[config.mk]
export PLATFORM = sky130hd
export DESIGN_NAME = ctr_rep_timer
export DESIGN_NICKNAME = d
export VERILOG_FILES = /design/src/rtl/tmr_pkg.sv /design/src/rtl/tmr_regs.sv /design/src/rtl/tmr_core.sv /design/src/rtl/tmr_rep.sv /design/src/rtl/ctr_rep_timer.sv
export SDC_FILE = /design/constraint.sdc
export NUM_CORES = 1
export LEC_CHECK = 0
export CAP_MARGIN = 20
export CORE_MARGIN = 2
export CORE_UTILIZATION = 64
export CTS_CLUSTER_DIAMETER = 40
export DETAILED_ROUTE_END_ITERATION = 10
export PLACE_DENSITY = 0.87
export SLEW_MARGIN = 25
export SYNTH_ARGS = -nofsm -noshare
export SYNTH_HDL_FRONTEND = slang
export SYNTH_SLANG_ARGS = --single-unit
[constraint.sdc]
create_clock -name clk -period 4.1 [get_ports clk]
set_input_delay 0.41 -clock clk [delete_from_list [all_inputs] [get_ports clk]]
set_output_delay 0.41 -clock clk [all_outputs]
set_load 0.05 [all_outputs]
[src/rtl/tmr_pkg.sv]
package tmr_pkg;
  typedef enum logic [1:0] {
    M_UP     = 2'd0,
    M_DOWN   = 2'd1,
    M_CENTER = 2'd2
  } tmr_mode_e;

  localparam int unsigned ADDR_W   = 2;
  localparam int unsigned A_RELOAD = 0;
  localparam int unsigned A_REPEAT = 1;
  localparam int unsigned A_CTRL   = 2;
endpackage

[src/rtl/tmr_regs.sv]
module tmr_regs
  import tmr_pkg::*;
#(
  parameter int unsigned CW       = 16,
  parameter int unsigned RW       = 8,
  parameter int unsigned ARR_INIT = 4
) (
  input  logic                clk,
  input  logic                rst_n,
  input  logic                wr_en,
  input  logic [ADDR_W-1:0]   wr_addr,
  input  logic [CW-1:0]       wr_data,
  output logic [CW-1:0]       arr_pre,
  output logic [RW-1:0]       rep_pre,
  output logic                run,
  output tmr_mode_e           mode
);
  localparam logic [CW-1:0] ARR_RST = CW'(ARR_INIT);

  logic       down_q;
  logic [1:0] ctr_q;

  always_ff @(posedge clk or negedge rst_n) begin
    if (!rst_n) begin
      arr_pre <= ARR_RST;
      rep_pre <= '0;
      run     <= 1'b0;
      down_q  <= 1'b0;
      ctr_q   <= 2'b00;
    end else if (wr_en) begin
      case (wr_addr)
        ADDR_W'(A_RELOAD): arr_pre <= wr_data;
        ADDR_W'(A_REPEAT): rep_pre <= wr_data[RW-1:0];
        ADDR_W'(A_CTRL): begin
          run    <= wr_data[0];
          down_q <= wr_data[1];
          ctr_q  <= wr_data[3:2];
        end
        default: ;
      endcase
    end
  end

  always_comb begin
    if (ctr_q != 2'b00) mode = M_CENTER;
    else if (down_q)    mode = M_DOWN;
    else                mode = M_UP;
  end

  AST_REP_WRITE: assert property (@(posedge clk) disable iff (!rst_n)
    (wr_en && wr_addr == ADDR_W'(A_REPEAT)) |=> rep_pre == $past(wr_data[RW-1:0]));
  AST_ARR_WRITE: assert property (@(posedge clk) disable iff (!rst_n)
    (wr_en && wr_addr == ADDR_W'(A_RELOAD)) |=> arr_pre == $past(wr_data));
endmodule

[src/rtl/tmr_core.sv]
module tmr_core
  import tmr_pkg::*;
#(
  parameter int unsigned CW = 16
) (
  input  logic          clk,
  input  logic          rst_n,
  input  logic          run,
  input  tmr_mode_e     mode,
  input  logic [CW-1:0] arr_act,
  input  logic [CW-1:0] arr_nxt,
  input  logic [CW-1:0] arr_pre,
  input  logic          ugen,
  output logic [CW-1:0] cnt,
  output logic          dir_o,
  output logic          evt
);
  localparam logic [CW-1:0] ONE = CW'(1);

  logic dir_q;
  logic hit;

  always_comb begin
    case (mode)
      M_UP:     hit = (cnt >= arr_act);
      M_DOWN:   hit = (cnt == '0);
      M_CENTER: hit = dir_q ? (cnt == '0) : (cnt >= arr_act);
      default:  hit = 1'b0;
    endcase
  end

  assign evt   = run && !ugen && hit;
  assign dir_o = (mode == M_CENTER) ? dir_q : (mode == M_DOWN);

  always_ff @(posedge clk or negedge rst_n) begin
    if (!rst_n) begin
      cnt   <= '0;
      dir_q <= 1'b0;
    end else if (ugen) begin
      cnt   <= (mode == M_DOWN) ? arr_pre : '0;
      dir_q <= 1'b0;
    end else if (run) begin
      case (mode)
        M_UP: begin
          cnt   <= hit ? '0 : cnt + ONE;
          dir_q <= 1'b0;
        end
        M_DOWN: begin
          cnt   <= hit ? arr_nxt : cnt - ONE;
          dir_q <= 1'b0;
        end
        M_CENTER: begin
          if (hit) begin
            cnt   <= dir_q ? ONE : cnt - ONE;
            dir_q <= !dir_q;
          end else begin
            cnt   <= dir_q ? cnt - ONE : cnt + ONE;
          end
        end
        default: ;
      endcase
    end
  end

  AST_HOLD: assert property (@(posedge clk) disable iff (!rst_n)
    (!run && !ugen) |=> $stable(cnt));
  AST_NO_EVT_IDLE: assert property (@(posedge clk) disable iff (!rst_n)
    !run |-> !evt);
  AST_UP_WRAP: assert property (@(posedge clk) disable iff (!rst_n)
    (mode == M_UP && evt) |=> cnt == '0);
  AST_TURN_ONLY: assert property (@(posedge clk) disable iff (!rst_n)
    (mode == M_CENTER && !evt && !ugen) |=> $stable(dir_q));
endmodule

[src/rtl/tmr_rep.sv]
module tmr_rep #(
  parameter int unsigned CW       = 16,
  parameter int unsigned RW       = 8,
  parameter int unsigned ARR_INIT = 4
) (
  input  logic          clk,
  input  logic          rst_n,
  input  logic          evt,
  input  logic          ugen,
  input  logic [RW-1:0] rep_pre,
  input  logic [CW-1:0] arr_pre,
  output logic          uev,
  output logic [CW-1:0] arr_act,
  output logic [CW-1:0] arr_nxt
);
  localparam logic [CW-1:0] ARR_RST = CW'(ARR_INIT);

  logic [RW-1:0] rep_cnt;

  assign uev     = ugen || (evt && rep_cnt == '0);
  assign arr_nxt = uev ? arr_pre : arr_act;

  always_ff @(posedge clk or negedge rst_n) begin
    if (!rst_n) begin
      rep_cnt <= '0;
      arr_act <= ARR_RST;
    end else if (uev) begin
      rep_cnt <= rep_pre;
      arr_act <= arr_pre;
    end else if (evt) begin
      rep_cnt <= rep_cnt - 1'b1;
    end
  end

  AST_UEV_RELOAD: assert property (@(posedge clk) disable iff (!rst_n)
    uev |=> rep_cnt == $past(rep_pre));
  AST_REP_DEC: assert property (@(posedge clk) disable iff (!rst_n)
    (evt && !uev) |=> rep_cnt == RW'($past(rep_cnt) - 1'b1));
  AST_REP_IDLE: assert property (@(posedge clk) disable iff (!rst_n)
    (!evt && !ugen) |=> $stable(rep_cnt));
  AST_ARR_SHADOW: assert property (@(posedge clk) disable iff (!rst_n)
    !uev |=> $stable(arr_act));
endmodule

[src/rtl/ctr_rep_timer.sv]
module ctr_rep_timer
  import tmr_pkg::*;
#(
  parameter int unsigned CW       = 16,
  parameter int unsigned RW       = 8,
  parameter int unsigned ARR_INIT = 4
) (
  input  logic          clk,
  input  logic          rst_n,
  input  logic          wr_en,
  input  logic [1:0]    wr_addr,
  input  logic [CW-1:0] wr_data,
  input  logic          ugen,
  output logic [CW-1:0] cnt_o,
  output logic          dir_o,
  output logic          uev_o
);
  logic [CW-1:0] arr_pre, arr_act, arr_nxt;
  logic [RW-1:0] rep_pre;
  logic          run, evt;
  tmr_mode_e     mode;

  tmr_regs #(.CW(CW), .RW(RW), .ARR_INIT(ARR_INIT)) u_regs (
    .clk(clk), .rst_n(rst_n), .wr_en(wr_en), .wr_addr(wr_addr),
    .wr_data(wr_data), .arr_pre(arr_pre), .rep_pre(rep_pre),
    .run(run), .mode(mode)
  );

  tmr_core #(.CW(CW)) u_core (
    .clk(clk), .rst_n(rst_n), .run(run), .mode(mode),
    .arr_act(arr_act), .arr_nxt(arr_nxt), .arr_pre(arr_pre),
    .ugen(ugen), .cnt(cnt_o), .dir_o(dir_o), .evt(evt)
  );

  tmr_rep #(.CW(CW), .RW(RW), .ARR_INIT(ARR_INIT)) u_rep (
    .clk(clk), .rst_n(rst_n), .evt(evt), .ugen(ugen),
    .rep_pre(rep_pre), .arr_pre(arr_pre), .uev(uev_o),
    .arr_act(arr_act), .arr_nxt(arr_nxt)
  );

  AST_UEV_IDLE: assert property (@(posedge clk) disable iff (!rst_n)
    (!run && !ugen) |-> !uev_o);
endmodule

Word-level counts from Yosys, hierarchy flattened
Cells that the tools add are included.
{"block": "classes", "n_addsub": 3, "order_cmp": 1, "eq_ne": 5, "n_mux": 21, "reduce_logical": 21}
{"op": "$mux W16", "n": 9}
{"op": "$pmux W16 S3", "n": 1}
{"op": "$add A16 B1 Y16 const B", "n": 1}
{"op": "$ge A16 B16 Y1", "n": 1}
{"op": "$logic_not A16 Y1", "n": 1}
{"op": "$mux W8", "n": 2}
{"op": "$sub A16 B1 Y16 const B", "n": 1}
{"op": "$logic_not A8 Y1", "n": 1}
{"op": "$reduce_and A2 Y1", "n": 4}
{"op": "$sub A8 B1 Y8 const B", "n": 1}
{"op": "$mux W1", "n": 6}
{"op": "$reduce_bool A2 Y1", "n": 3}
{"op": "$eq A2 B1 Y1 const B", "n": 2}
{"op": "$eq A2 B2 Y1 const B", "n": 2}
{"op": "$logic_not A2 Y1", "n": 2}
{"op": "$reduce_bool A4 Y1", "n": 1}
{"op": "$logic_and A1 B1 Y1", "n": 3}
{"op": "$ne A3 B2 Y1 const B", "n": 1}
{"op": "$pmux W1 S3", "n": 1}
{"op": "$reduce_and A3 Y1", "n": 1}
{"op": "$reduce_bool A3 Y1", "n": 1}
{"op": "$logic_not A1 Y1", "n": 2}
{"op": "$mux W2", "n": 1}
{"op": "$pmux W1 S2", "n": 1}
{"op": "2 further kinds", "n": 2}
{"block": "word_totals", "reg_bits": 69, "in_bits": 22, "output_inout_bits": 18}

Logic depth before layout (Yosys ltp)
{"block": "depth", "ltp_word": 12, "mapped_depth": 12, "ltp_nobuf": 10}

Hierarchy
From an unflattened synthesis, not the netlist that was laid out.
{"block": "hier_totals", "hier_cells": 547, "hier_area_um2": 5036.1}
{"mod": "tmr_core", "n_inst": 1, "cells_each": 394, "area_each_um2": 2806.4, "seq_area_each_um2": 425.4}
{"mod": "tmr_rep", "n_inst": 1, "cells_each": 90, "area_each_um2": 1153.6, "seq_area_each_um2": 601.8}
{"mod": "tmr_regs", "n_inst": 1, "cells_each": 63, "area_each_um2": 1076.0, "seq_area_each_um2": 701.9}

Least setup slack after synthesis
No wires, ideal clock.
{"block": "synth_path", "path_type": "reg-to-output", "from": "register u_core.cnt[15]", "to": "output uev_o", "t_arrival_ps": 2956, "required_time_ps": 3690, "path_slack_ps": 734, "stages_incl_launch_ff": 10, "cell_sequence": "dfrtp_1 ha_1 nand4_2 or4_4 o32a_1 buf_6 a211oi_4 nor2_2 clkinv_2 buf_2"}
{"block": "synth_via", "elab_chain_cells": 6}
{"element": "from (decl)", "line_no": "tmr_core.sv:14", "source": "output logic [CW-1:0] cnt,"}
{"element": "from (signal assigned)", "line_no": "tmr_core.sv:40", "source": "cnt <= (mode == M_DOWN) ? arr_pre : '0;"}
{"element": "from (signal assigned)", "line_no": "tmr_core.sv:45", "source": "cnt <= hit ? '0 : cnt + ONE;"}
{"element": "from (signal assigned)", "line_no": "tmr_core.sv:49", "source": "cnt <= hit ? arr_nxt : cnt - ONE;"}
{"element": "$ge A16 B16 Y1 or $logic_not A16 Y1 (tied branches)", "line_no": "tmr_core.sv:25, tmr_core.sv:27, tmr_core.sv:26"}
{"element": "$mux W1", "line_no": "tmr_core.sv:27", "source": "M_CENTER: hit = dir_q ? (cnt == '0) : (cnt >= arr_act);"}
{"element": "$pmux W1 S3 *", "line_no": "tmr_core.sv:24", "source": "case (mode)"}
{"element": "$logic_and A1 B1 Y1 *", "line_no": "tmr_core.sv:32", "source": "assign evt = run && !ugen && hit;"}
{"element": "$logic_and A1 B1 Y1 *", "line_no": "tmr_rep.sv:20", "source": "assign uev = ugen || (evt && rep_cnt == '0);"}
{"element": "$logic_or A1 B1 Y1 *", "line_no": "tmr_rep.sv:20"}
{"element": "to (decl)", "line_no": "ctr_rep_timer.sv:16", "source": "output logic uev_o"}
Every way passes the cells marked *; elsewhere a longest branch is shown, timed or not.

Worst setup path after layout
{"block": "layout_path", "from": "register u_core.cnt[13]", "to": "register u_core.cnt[12]"}
{"block": "layout_via", "elab_chain_cells": 11}
{"element": "$ge A16 B16 Y1 or $logic_not A16 Y1 (tied branches)", "line_no": "tmr_core.sv:25, tmr_core.sv:27, tmr_core.sv:26"}
{"element": "$mux W1", "line_no": "tmr_core.sv:27"}
{"element": "$pmux W1 S3 *", "line_no": "tmr_core.sv:24"}
{"element": "$logic_and A1 B1 Y1", "line_no": "tmr_core.sv:32"}
{"element": "$logic_and A1 B1 Y1", "line_no": "tmr_rep.sv:20"}
{"element": "$logic_or A1 B1 Y1", "line_no": "tmr_rep.sv:20"}
{"element": "$mux W16", "line_no": "tmr_rep.sv:21", "source": "assign arr_nxt = uev ? arr_pre : arr_act;"}
{"element": "$mux W16", "line_no": "tmr_core.sv:49"}
{"element": "$pmux W16 S3 *", "line_no": "tmr_core.sv:43", "source": "case (mode)"}
{"element": "$mux W16 *", "line_no": "tmr_core.sv:42", "source": "end else if (run) begin"}
{"element": "$mux W16 *", "line_no": "tmr_core.sv:39", "source": "end else if (ugen) begin"}
Every way passes the cells marked *; elsewhere a longest branch is shown, timed or not. The select of a mux whose other input is x is not followed.
A chain may end at the register's enable or synchronous reset.

==> impl_metrics.tcl <==
set metrics [dict create \
    grt_pass1_wl_um 26800 \
    setup_viol 0 \
    path_cells "ha_1 -> nand4_2 -> or4_4 -> o32ai_2 -> o21ai_1 -> buf_4 -> nor2_2 -> o21ai_0 -> a31oi_1" \
    grt_start_max_net_pins 50 \
    cap_viol_max_count 0 \
    end_kind "flop" \
    async_flop_share_pct 100 \
    finalClockSkew_ps 17.5 \
    syn_avg_cell_area_um2 8.78 \
    p_leak_nw 2.29 \
    fmax_ghz 0.258 \
    cts_buffers 9 \
    syn_nets 592 \
    yosysTopAreaCell "dfrtp_1" \
    dp_hpwl_um 11700 \
    antenna_found_initial 1 \
    hold_buffers 0 \
    synth_compound_area_share_pct 23.0 \
    post_drt_via_cell_ratio 7.37 \
    insertion_delay_ps 350 \
    fp.dieW_um 90.9 \
    post_dp_cell_area_mm2 0.00538 \
    die_h_um 90.9 \
    peakVddDrop_mv 0.355 \
    ant_nets 0 \
    synth-seq-cells 69 \
    critPathMaxStageDelay_ps 600 \
    wl_um 17000 \
    grt_pass1_vias 4884 \
    synth_cells 551 \
    track_usage_pct 41.7 \
    worst_ep_arrival_time_ps 4080 \
    nNetsFinal 631 \
    drc 0 \
    numPortBuffers 39 \
    cts_tree "yes" \
    layout-drive-gt1-share_pct 15.8 \
    hold_violations 0 \
    yosysSeqAreaShare_pct 35.7 \
    cts_root_buf "clkbuf_8" \
    die_area_mm2 0.00827 \
    num_vias 5117 \
    numClockSinks 69 \
    firstDrtPassIters 7 \
    critPathRequiredTime_ps 4300 \
    ys_types 73 \
    period_minus_slack_ps 3880 \
    finalCritPeriodShare_pct 94.7 \
    n_fill_cell 547 \
    synth_top_area_share_pct 34.7 \
    synthMuxAreaShare_pct 7.58 \
    yosys-top-cells-area "dfrtp_1 (35%), mux2_2 (6.8%), ha_1 (4.9%)" \
    maxSlewHeadroom_pct 29.8 \
    stdcell_area_mm2 0.00560 \
    synth_area_mm2 0.00484 \
    syn_to_final_growth_pct 15.8 \
    num_rows 31 \
    critPathSlowestCell "or4_4" \
    clkTransAtPathRegs_ps 80 \
    startpoint_type "flop" \
    rsz0062_at_grt "no" \
    place_congestion 1.01 \
    core_mm2 0.00729 \
    seqCellArea_mm2 0.00173 \
    synth_fa_ha_area_share_pct 4.91 \
    overflow 0 \
    ys.flop_type "dfrtp_1" \
    cts_max_path_buffers 2 \
    initial_core_util_pct 66.3 \
    path_buf_inv 1 \
    fin_setup_tns_ps 0 \
    synthSimpleGateAreaFrac_pct 19.7 \
    drt_iter0_markers 736 \
    path_class "flop to flop" \
    ctsHtreeMaxLevel 3 \
    path_max_fanout 10 \
    n_antenna_cell 0 \
    cpLargestDelayFamily "compound AO/OA/AOI/OAI gates" \
    outcome "finished, final reports clean" \
    synth_edf_count 0 \
    multiInputGateArea_mm2 0.00284 \
    synth-xor-area-share_pct 3.26 \
    maxSlewViolCount 0 \
    power.density_mw_per_mm2 699 \
    io_pins 40 \
    worstHoldPathType "primary input to async pin" \
    worstMarginPinSlew_ps 1050 \
    synth_warnings 0 \
    routedWlPerCell_um 24.5 \
    synth_top_family_by_area "compound AO/OA/AOI/OAI gates" \
]
## power by group
part	internal (mW)	switching [mW]
combinational	0.787	1.41
sequential	0.863	0.252
clock	0.318	0.284
total	1.97	1.95
## cells in the mapped netlist (5+ instances only)
cell type  instances
a22oi_1            7
o31ai_1            6
mux2_2            29
o211ai_1          12
a31oi_1           10
o21ai_0           25
nor3_1            27
nand2_1           41
buf_2              6
clkbuf_1          23
dfrtp_1           67
a221oi_1           5
or2_2              6
inv_1             31
a211oi_1           5
a21boi_0           5
nor4_1            10
nand3_1           27
nor2_1            36
xnor2_1           13
ha_1              19
a21oi_1           32
nand4_1           10
or3_1              7
nor3b_1            5
xor2_1             5
## worst register-to-register path, stage by stage (launching register included)
cell,delay (ps)
dfrtp_1,510
ha_1,380
nand4_2,180
or4_4,600
o32ai_2,440
o21ai_1,370
buf_4,270
nor2_2,290
o21ai_0,270
a31oi_1,430
## logic make-up after synthesis
kind of cell | count (synthesis)
muxes | 33
xor gates and xnor gates | 18
buffers and inverters | 67
DFF | 69
adders and majority gates | 19
and+or+nand+nor | 188
AOI/OAI and AO/OA | 157
## sequential cells by signal (all words and copies together), names as in the netlist
name	flops
u_rep.rep_cnt	8
u_rep.arr_act	16
u_regs.rep_pre	8
u_core.cnt	16
u_regs.ctr_q	2
u_regs.arr_pre	16
u_core.dir_q	1
u_regs.run	1
u_regs.down_q	1
## area by class of cell
| type | count | share of cell area (%) |
|---|---|---|
| flip-flops and latches | 69 | 30.9 |
| repair buffers | 63 | 10.3 |
| multi-input cells | 415 | 50.7 |
| clock buffers | 12 | 2.77 |
| clock inverters | 4 | 0.983 |
| inverters | 32 | 2.17 |
| well taps | 99 | 2.21 |
## worst paths after layout
| check | start | slack, ps | to | cells past startpoint |
|---|---|---|---|---|
| max reg2reg | u_core.cnt[13]$_DFFE_PN0P_ | 220 | u_core.cnt[12]$_DFFE_PN0P_ | 9 |
| max | u_core.cnt[13]$_DFFE_PN0P_ | 220 | u_core.cnt[12]$_DFFE_PN0P_ | 9 |
| min | rst_n | 80 | u_regs.rep_pre[0]$_DFFE_PN0P_ | 1 |
| min in group clk | u_rep.arr_act[15]$_DFF_PN0_ | 490 | u_core.cnt[15]$_DFFE_PN0P_ | 2 |
| max in group asynchronous | rst_n | 3210 | u_rep.arr_act[8]$_DFF_PN0_ | 2 |
| min reg2reg | u_rep.arr_act[15]$_DFF_PN0_ | 490 | u_core.cnt[15]$_DFFE_PN0P_ | 2 |
## layer usage
| layer | vias to the layer above | track usage [%] | part of all wire [%] |
|---|---|---|---|
| li1 | 2129 | - | - |
| met1 | 2402 | 58.6 | 37 |
| met2 | 481 | 63.0 | 44 |
| met3 | 105 | 10.0 | 13 |
| met4 | 0 | 15.2 | 5.2 |
| met5 | - | 0 | 0 |
## per-stage QoR
stage                     utilization, %  std cells  power [mW]  hold slack (ps)  worst slack, ps
after global placement              73.8        678        3.12              477              462
after global routing                76.8        694        4.08              134             97.4
final                               76.8        694        3.92             79.5              219
after CTS                           76.7        694        3.80              305              109
after detailed placement            73.8        678        3.18              477              319
after floorplan                        -        551        2.52              114              734
## what timing repair did
item | 4_1_cts | 5_1_grt
buffers inserted | 0 | 0
resized for setup | 0 | 2
setup endpoints to repair | 0 | 2
## layout by cell type (no fill, tap or decap), types with 5 or more instances in the layout
cell / synthesis / final
nand2_1: 41 / 41
o211ai_1: 12 / 12
dfrtp_1: 67 / 67
nor3_1: 27 / 27
a21boi_0: 5 / 5
a211oi_1: 5 / 5
or3_1: 7 / 7
nand3_1: 27 / 27
ha_1: 19 / 19
nor2_1: 36 / 35
o21ai_0: 25 / 25
mux2_2: 29 / 29
xor2_1: 5 / 5
a22oi_1: 7 / 7
clkbuf_8: 0 / 11
buf_4: 0 / 25
xnor2_1: 13 / 13
nand4_1: 10 / 10
a221oi_1: 5 / 5
a31oi_1: 10 / 10
a21oi_1: 32 / 32
clkdlybuf4s50_1: 0 / 37
or2_2: 6 / 6
inv_1: 31 / 31
o31ai_1: 6 / 6
nor4_1: 10 / 10
No activity file was read; power rests on OpenSTA's default activity.
